### src/rtl/tipc_pkg.sv
package tipc_pkg;
  localparam int NUM_RINGS = 4;
  localparam int RING_W    = 2;
  localparam int NUM_PRIO  = 8;
  localparam int DATA_W    = 8;
  localparam int OFF_W     = 4;
  localparam logic [DATA_W-1:0] PRIO_NONE = '1;
  localparam logic [DATA_W-1:0] PRIO_LIM  = DATA_W'(NUM_PRIO);

  typedef enum logic [OFF_W-1:0] {
    OFF_IPB  = 4'd0,
    OFF_CPPR = 4'd1,
    OFF_PIPR = 4'd2,
    OFF_ACK  = 4'd3
  } reg_off_e;

  // priority p -> bit (NUM_PRIO-1-p); out of range -> no bit
  function automatic logic [NUM_PRIO-1:0] prio_to_bit(input logic [DATA_W-1:0] p);
    logic [NUM_PRIO-1:0] b;
    b = '0;
    for (int i = 0; i < NUM_PRIO; i++)
      if (p == DATA_W'(NUM_PRIO-1-i)) b[i] = 1'b1;
    return b;
  endfunction

  // leading-zero count from the top bit, PRIO_NONE when empty
  function automatic logic [DATA_W-1:0] ipb_to_pipr(input logic [NUM_PRIO-1:0] b);
    logic [DATA_W-1:0] r;
    r = PRIO_NONE;
    for (int i = 0; i < NUM_PRIO; i++)
      if (b[i]) r = DATA_W'(NUM_PRIO-1-i);
    return r;
  endfunction
endpackage

### src/rtl/tipc_ring.sv
module tipc_ring
  import tipc_pkg::*;
(
  input  logic              clk_i,
  input  logic              rst_ni,
  input  logic              pres_en_i,
  input  logic [DATA_W-1:0] pres_prio_i,
  input  logic              cppr_we_i,
  input  logic [DATA_W-1:0] cppr_wdata_i,
  input  logic              ack_i,
  output logic [NUM_PRIO-1:0] ipb_o,
  output logic [DATA_W-1:0] cppr_o,
  output logic [DATA_W-1:0] pipr_o,
  output logic              irq_o
);
  logic [NUM_PRIO-1:0] ipb_q, ipb_d;
  logic [DATA_W-1:0]   cppr_q;

  assign pipr_o = ipb_to_pipr(ipb_q);
  assign irq_o  = pipr_o < cppr_q;
  assign ipb_o  = ipb_q;
  assign cppr_o = cppr_q;

  // ack clears first, a same-cycle presentation still lands
  always_comb begin
    ipb_d = ipb_q;
    if (ack_i)     ipb_d = ipb_d & ~prio_to_bit(pipr_o);
    if (pres_en_i) ipb_d = ipb_d | prio_to_bit(pres_prio_i);
  end

  always_ff @(posedge clk_i or negedge rst_ni) begin
    if (!rst_ni) begin
      ipb_q  <= '0;
      cppr_q <= '0;
    end else begin
      ipb_q <= ipb_d;
      if (ack_i)          cppr_q <= pipr_o;
      else if (cppr_we_i) cppr_q <= cppr_wdata_i;
    end
  end

  a_r3_present_sets: assert property (@(posedge clk_i) disable iff (!rst_ni)
    pres_en_i && pres_prio_i < PRIO_LIM |=> (ipb_q & prio_to_bit($past(pres_prio_i))) != '0);

  a_r2_high_prio_ignored: assert property (@(posedge clk_i) disable iff (!rst_ni)
    pres_en_i && pres_prio_i >= PRIO_LIM && !ack_i |=> ipb_q == $past(ipb_q));

  a_r4_pipr_has_bit: assert property (@(posedge clk_i) disable iff (!rst_ni)
    pipr_o < PRIO_LIM |-> (ipb_q & prio_to_bit(pipr_o)) != '0);

  a_r7_ack_cppr: assert property (@(posedge clk_i) disable iff (!rst_ni)
    ack_i |=> cppr_q == $past(pipr_o));

  a_r7_ack_clears: assert property (@(posedge clk_i) disable iff (!rst_ni)
    ack_i && !pres_en_i |=> (ipb_q & prio_to_bit($past(pipr_o))) == '0);

  a_r6_cppr_write: assert property (@(posedge clk_i) disable iff (!rst_ni)
    cppr_we_i && !ack_i |=> cppr_q == $past(cppr_wdata_i));
endmodule

### src/rtl/tipc_acc.sv
module tipc_acc
  import tipc_pkg::*;
(
  input  logic              acc_en_i,
  input  logic              acc_we_i,
  input  logic [RING_W-1:0] acc_page_i,
  input  logic [RING_W-1:0] acc_ring_i,
  input  logic [OFF_W-1:0]  acc_off_i,
  output logic              rd_ok_o,
  output logic [NUM_RINGS-1:0] cppr_we_o,
  output logic [NUM_RINGS-1:0] ack_o
);
  logic grant;

  // lower page number = more privilege = more rings visible
  assign grant   = acc_en_i && (int'(acc_ring_i) + int'(acc_page_i) <= NUM_RINGS-1);
  assign rd_ok_o = grant && !acc_we_i;

  for (genvar r = 0; r < NUM_RINGS; r++) begin : g_sel
    logic hit;
    assign hit          = grant && acc_ring_i == RING_W'(r);
    assign cppr_we_o[r] = hit && acc_we_i && acc_off_i == OFF_CPPR;
    assign ack_o[r]     = hit && !acc_we_i && acc_off_i == OFF_ACK;
  end

  a_r8_ack_onehot: assert final ($onehot0(ack_o | cppr_we_o));
endmodule

### src/rtl/tipc_top.sv
module tipc_top
  import tipc_pkg::*;
(
  input  logic              clk_i,
  input  logic              rst_ni,
  input  logic              pres_en_i,
  input  logic [RING_W-1:0] pres_ring_i,
  input  logic [DATA_W-1:0] pres_prio_i,
  input  logic              acc_en_i,
  input  logic              acc_we_i,
  input  logic [RING_W-1:0] acc_page_i,
  input  logic [RING_W-1:0] acc_ring_i,
  input  logic [OFF_W-1:0]  acc_off_i,
  input  logic [DATA_W-1:0] acc_wdata_i,
  output logic [DATA_W-1:0] acc_rdata_o,
  output logic              hv_irq_o,
  output logic              os_irq_o
);
  logic                 rd_ok;
  logic [NUM_RINGS-1:0] cppr_we, ack, irq;
  logic [NUM_PRIO-1:0]  ipb  [NUM_RINGS];
  logic [DATA_W-1:0]    cppr [NUM_RINGS];
  logic [DATA_W-1:0]    pipr [NUM_RINGS];

  tipc_acc u_acc (
    .acc_en_i   (acc_en_i),
    .acc_we_i   (acc_we_i),
    .acc_page_i (acc_page_i),
    .acc_ring_i (acc_ring_i),
    .acc_off_i  (acc_off_i),
    .rd_ok_o    (rd_ok),
    .cppr_we_o  (cppr_we),
    .ack_o      (ack)
  );

  for (genvar r = 0; r < NUM_RINGS; r++) begin : g_ring
    tipc_ring u_ring (
      .clk_i        (clk_i),
      .rst_ni       (rst_ni),
      .pres_en_i    (pres_en_i && pres_ring_i == RING_W'(r)),
      .pres_prio_i  (pres_prio_i),
      .cppr_we_i    (cppr_we[r]),
      .cppr_wdata_i (acc_wdata_i),
      .ack_i        (ack[r]),
      .ipb_o        (ipb[r]),
      .cppr_o       (cppr[r]),
      .pipr_o       (pipr[r]),
      .irq_o        (irq[r])
    );
  end

  always_comb begin
    acc_rdata_o = '0;
    if (rd_ok) begin
      unique case (acc_off_i)
        OFF_IPB:           acc_rdata_o = DATA_W'(ipb[acc_ring_i]);
        OFF_CPPR:          acc_rdata_o = cppr[acc_ring_i];
        OFF_PIPR, OFF_ACK: acc_rdata_o = pipr[acc_ring_i];
        default:           acc_rdata_o = '0;
      endcase
    end
  end

  assign os_irq_o = irq[1];
  assign hv_irq_o = irq[2] | irq[3];

  a_r8_denied_read_zero: assert property (@(posedge clk_i) disable iff (!rst_ni)
    acc_en_i && !acc_we_i && (int'(acc_ring_i) + int'(acc_page_i) > NUM_RINGS-1)
      |-> acc_rdata_o == '0);

  a_r8_denied_no_cppr_change: assert property (@(posedge clk_i) disable iff (!rst_ni)
    acc_en_i && (int'(acc_ring_i) + int'(acc_page_i) > NUM_RINGS-1) && acc_ring_i == 2'd1
      |=> $stable(cppr[1]));

  a_r9_bad_offset_zero: assert property (@(posedge clk_i) disable iff (!rst_ni)
    acc_en_i && !acc_we_i && acc_off_i > 4'd3 |-> acc_rdata_o == '0);

  a_r1_reset_quiet: assert property (@(posedge clk_i)
    $rose(rst_ni) |-> !hv_irq_o && !os_irq_o);
endmodule

### config.mk
export PLATFORM = sky130hd
export DESIGN_NAME = tipc_top
export DESIGN_NICKNAME = d
export VERILOG_FILES = /design/src/rtl/tipc_pkg.sv /design/src/rtl/tipc_ring.sv /design/src/rtl/tipc_acc.sv /design/src/rtl/tipc_top.sv
export SDC_FILE = /design/constraint.sdc
export NUM_CORES = 1
export LEC_CHECK = 0
export BUFFER_PORTS_ARGS = -buffer_cell sky130_fd_sc_hd__buf_2
export CAP_MARGIN = 0
export CORE_MARGIN = 3
export CORE_UTILIZATION = 35
export CTS_CLUSTER_DIAMETER = 50
export DETAILED_ROUTE_END_ITERATION = 8
export GPL_TIMING_DRIVEN = 0
export SLEW_MARGIN = 10
export SYNTH_ARGS = -nofsm -noshare
export SYNTH_HDL_FRONTEND = slang
export SYNTH_SLANG_ARGS = --single-unit
### constraint.sdc
create_clock -name clk_i -period 4.8 [get_ports clk_i]
set_input_delay 1.44 -clock clk_i [delete_from_list [all_inputs] [get_ports clk_i]]
set_output_delay 1.44 -clock clk_i [all_outputs]
set_load 0.02 [all_outputs]
==> flow_summary.yaml <==
clocking:
  clk_path_buf_depth: 2
  cts_root_buffer: "clkbuf_16"
  cts-hold-fix-buffers: 0
  path_clk_slew_ps: 50
  clock_sink_count: 64
  cts_tree: "yes"
  h-tree-depth: 3
  cts-buffers-inserted: 9
  clk_latency_ps: 330
yosys:
  synth_most_common_cell: "dfrtp_1"
  async_flop_share: 1.00
  ys_seq_elements: 64
  synth.net_count: 525
  ys_top_cells_by_area: "dfrtp_1, mux4_2, o21ai_0, ha_1, a21oi_1"
  synth_top_cell_by_area: "dfrtp_1"
  synth_common_cells: "dfrtp_1, o21ai_0, nand2_1"
  ys_warn_count: 0
  synthCells: 474
  avgSynthCellArea_um2: 9.14
  synth_cell_types: 57
  yosysSeqAreaShare: 0.370
  synth-main-ff-cell: "dfrtp_1"
  synthesis.area_um2: 4330
  yosys.area.top_type_share: 0.370
  synth_edf_count: 0
place:
  port_buffers: 38
  dpl_cell_area_um2: 4760
  gp_congestion: 0.954
  dp_cells: 681
  dp_hpwl_um: 10300
timing:
  worst_slew_pin_slew_ps: 896
  rsz0062_at_grt: "false"
  fmax_mhz: 217
  period_share: 0.962
  setup_viol: 0
  min_period_ps: 4620
  slew-limit-headroom: 0.397
  final-max-slew-violation-count: 0
  finalHoldViolCount: 0
  skew_ps: 2.25
  tns_ps: 0
finish:
  post-route-util: 0.419
  diodes: 0
  finalNetCount: 576
  drive_gt1_frac: 0.172
  syn_to_final_growth_pct: 16.6
  final_area_um2: 5050
  layoutNonFillerInstCount: 698
floorplan:
  start_util: 0.359
  die-area_um2: 13800
  die_y_um: 117
  core_um2: 12100
  rows: 40
  die_x_um: 117
  boundaryPins: 41
detailed_routing:
  wl_met1_um: 5520
  dr_total_vias: 3886
  wl_met3_um: 806
  wire_per_inst_um: 18.4
  top_layer_used: "met4"
  drc: 0
  firstDrtPassIters: 5
  routed_wirelength_um: 12900
  via_per_inst: 5.57
  ant_nets: 0
  drt-initial-drc-count: 341
  met2_length_um: 6300
critical_path:
  required_ps: 3360
  endpoint_kind: "output pin"
  crit_type: "reg -> out"
  cp_data_arrival_time_ps: 3180
  cp_slowest_cell: "or4_1"
  max_stage_delay_ps: 660
  critPathBufInv: 1
  worstSetupStartpointType: "register"
  cp_cell_sequence: "or4_1 > nor4b_4 > ha_1 > a211oi_1 > nand2_1 > o211ai_1 > a32o_1 > buf_2"
  path_max_fanout: 7
  path_delay_family: "simple AND/OR/NAND/NOR gates"
power_and_ir_drop:
  p_int_mw: 1.09
  worst_ir_drop_vdd_v: 0.000155
  power_density_nw_per_um2: 306
  p_switching_mw: 0.453
  clkPwrFrac: 0.383
  switching_share: 0.293
  p_comb_frac: 0.203
  p_leak_nw: 2.35
  power.total_mw: 1.54
  power_frac_seq: 0.414
job:
  max_cap_violations: 0
global_routing:
  grt_max_degree: 35
  grt_usage: 0.197
  antenna_found_initial: 0
  grt_pass1_vias: 3710
  grt_overflow: 0
  grt_pass1_wl_um: 20300
worst_hold_path:
  hold_class: "reg -> reg"
outcome:
  status: "finished, final reports clean"
## registers in the layout, summed over array words and instances (netlist names)
signal	cells
g_ring.u_ring.cppr_o	32
g_ring.u_ring.ipb_o	32
## cells in the final DEF, fill, tap and decap left out, types with 4 or more instances in the layout
cell / n
or4_1: 7
ha_1: 20
nor2_1: 40
o31ai_1: 10
a21oi_1: 40
nand2b_1: 5
buf_2: 39
clkbuf_16: 9
clkinv_2: 4
o211ai_1: 5
nand2_1: 46
dfrtp_1: 64
clkbuf_1: 12
nor2b_1: 8
and2_1: 5
mux4_2: 19
o21ai_0: 57
a21o_1: 14
mux2i_1: 10
nand4_1: 4
inv_1: 39
nand3_1: 9
nor3_1: 4
## worst min-delay path, cell delays in order (launching register included)
cell and delay, ps:
dfrtp_1 350, nand2_1 50, o21ai_0 60
## routing by layer
layer  vias up  GRT usage
li1       1844          -
met1      1890      0.268
met2       135      0.328
met3        17     0.0206
met4         0     0.0657
met5         -          0
## final timing paths
| path | end | from | slack (ps) | cells past startpoint |
|---|---|---|---|---|
| max reg2reg | g_ring[1].u_ring.cppr_o[6] | g_ring[1].u_ring.ipb_o[7] | 2500 | 5 |
| min in group asynchronous | g_ring[1].u_ring.cppr_o[5] | rst_ni | 1040 | 1 |
| min | g_ring[0].u_ring.cppr_o[2] | g_ring[0].u_ring.cppr_o[2] | 500 | 2 |
| min reg2reg | g_ring[0].u_ring.cppr_o[2] | g_ring[0].u_ring.cppr_o[2] | 500 | 2 |
| max in group asynchronous | g_ring[3].u_ring.ipb_o[1] | rst_ni | 3240 | 2 |
| max | hv_irq_o | g_ring[3].u_ring.ipb_o[7] | 180 | 8 |
## cell families after synthesis
logic type,synth area share
AO/OA/AOI/OAI,0.214
buffers and inverters,0.0502
multiplexers,0.130
flip-flops,0.370
adder cells (fa/ha/maj),0.0577
AND/OR/NAND/NOR,0.176
XOR/XNOR,0.00202
## layout make-up
cell class | count | area (um2)
Inverter | 39 | 146
Multi-Input combinational cell | 355 | 2530
Clock inverter | 4 | 20.0
Tap cell | 168 | 210
Buffer | 16 | 78.8
Clock buffer | 12 | 246
Fill cell | 1206 | 7010
Sequential cell | 64 | 1600
Timing Repair Buffer | 40 | 220
## stage by stage
step	setup WS (ps)	hold slack [ps]
2_1_floorplan	418	445
5_1_grt	53.1	532
3_3_place_gp	-180	477
3_5_place_dp	-37.3	482
6_report	182	497
4_1_cts	42.2	494
## timing repair
action                                  4_1_cts  5_1_grt
pin swaps                                     0        1
buffers inserted                              0        1
gates resized for setup                       2        3
endpoints found under the setup margin        4        8
## power groups by stage
stage	Clock (mW)	Sequential, mW	Combinational, mW
6_report	0.592	0.640	0.313
5_1_grt	0.622	0.646	0.355
4_1_cts	0.600	0.637	0.314
3_5_place_dp	0	0.645	0.312
3_3_place_gp	0	0.645	0.299
2_1_floorplan	0	0.623	0.222
Note: power is estimated with default switching activity, not from simulation.
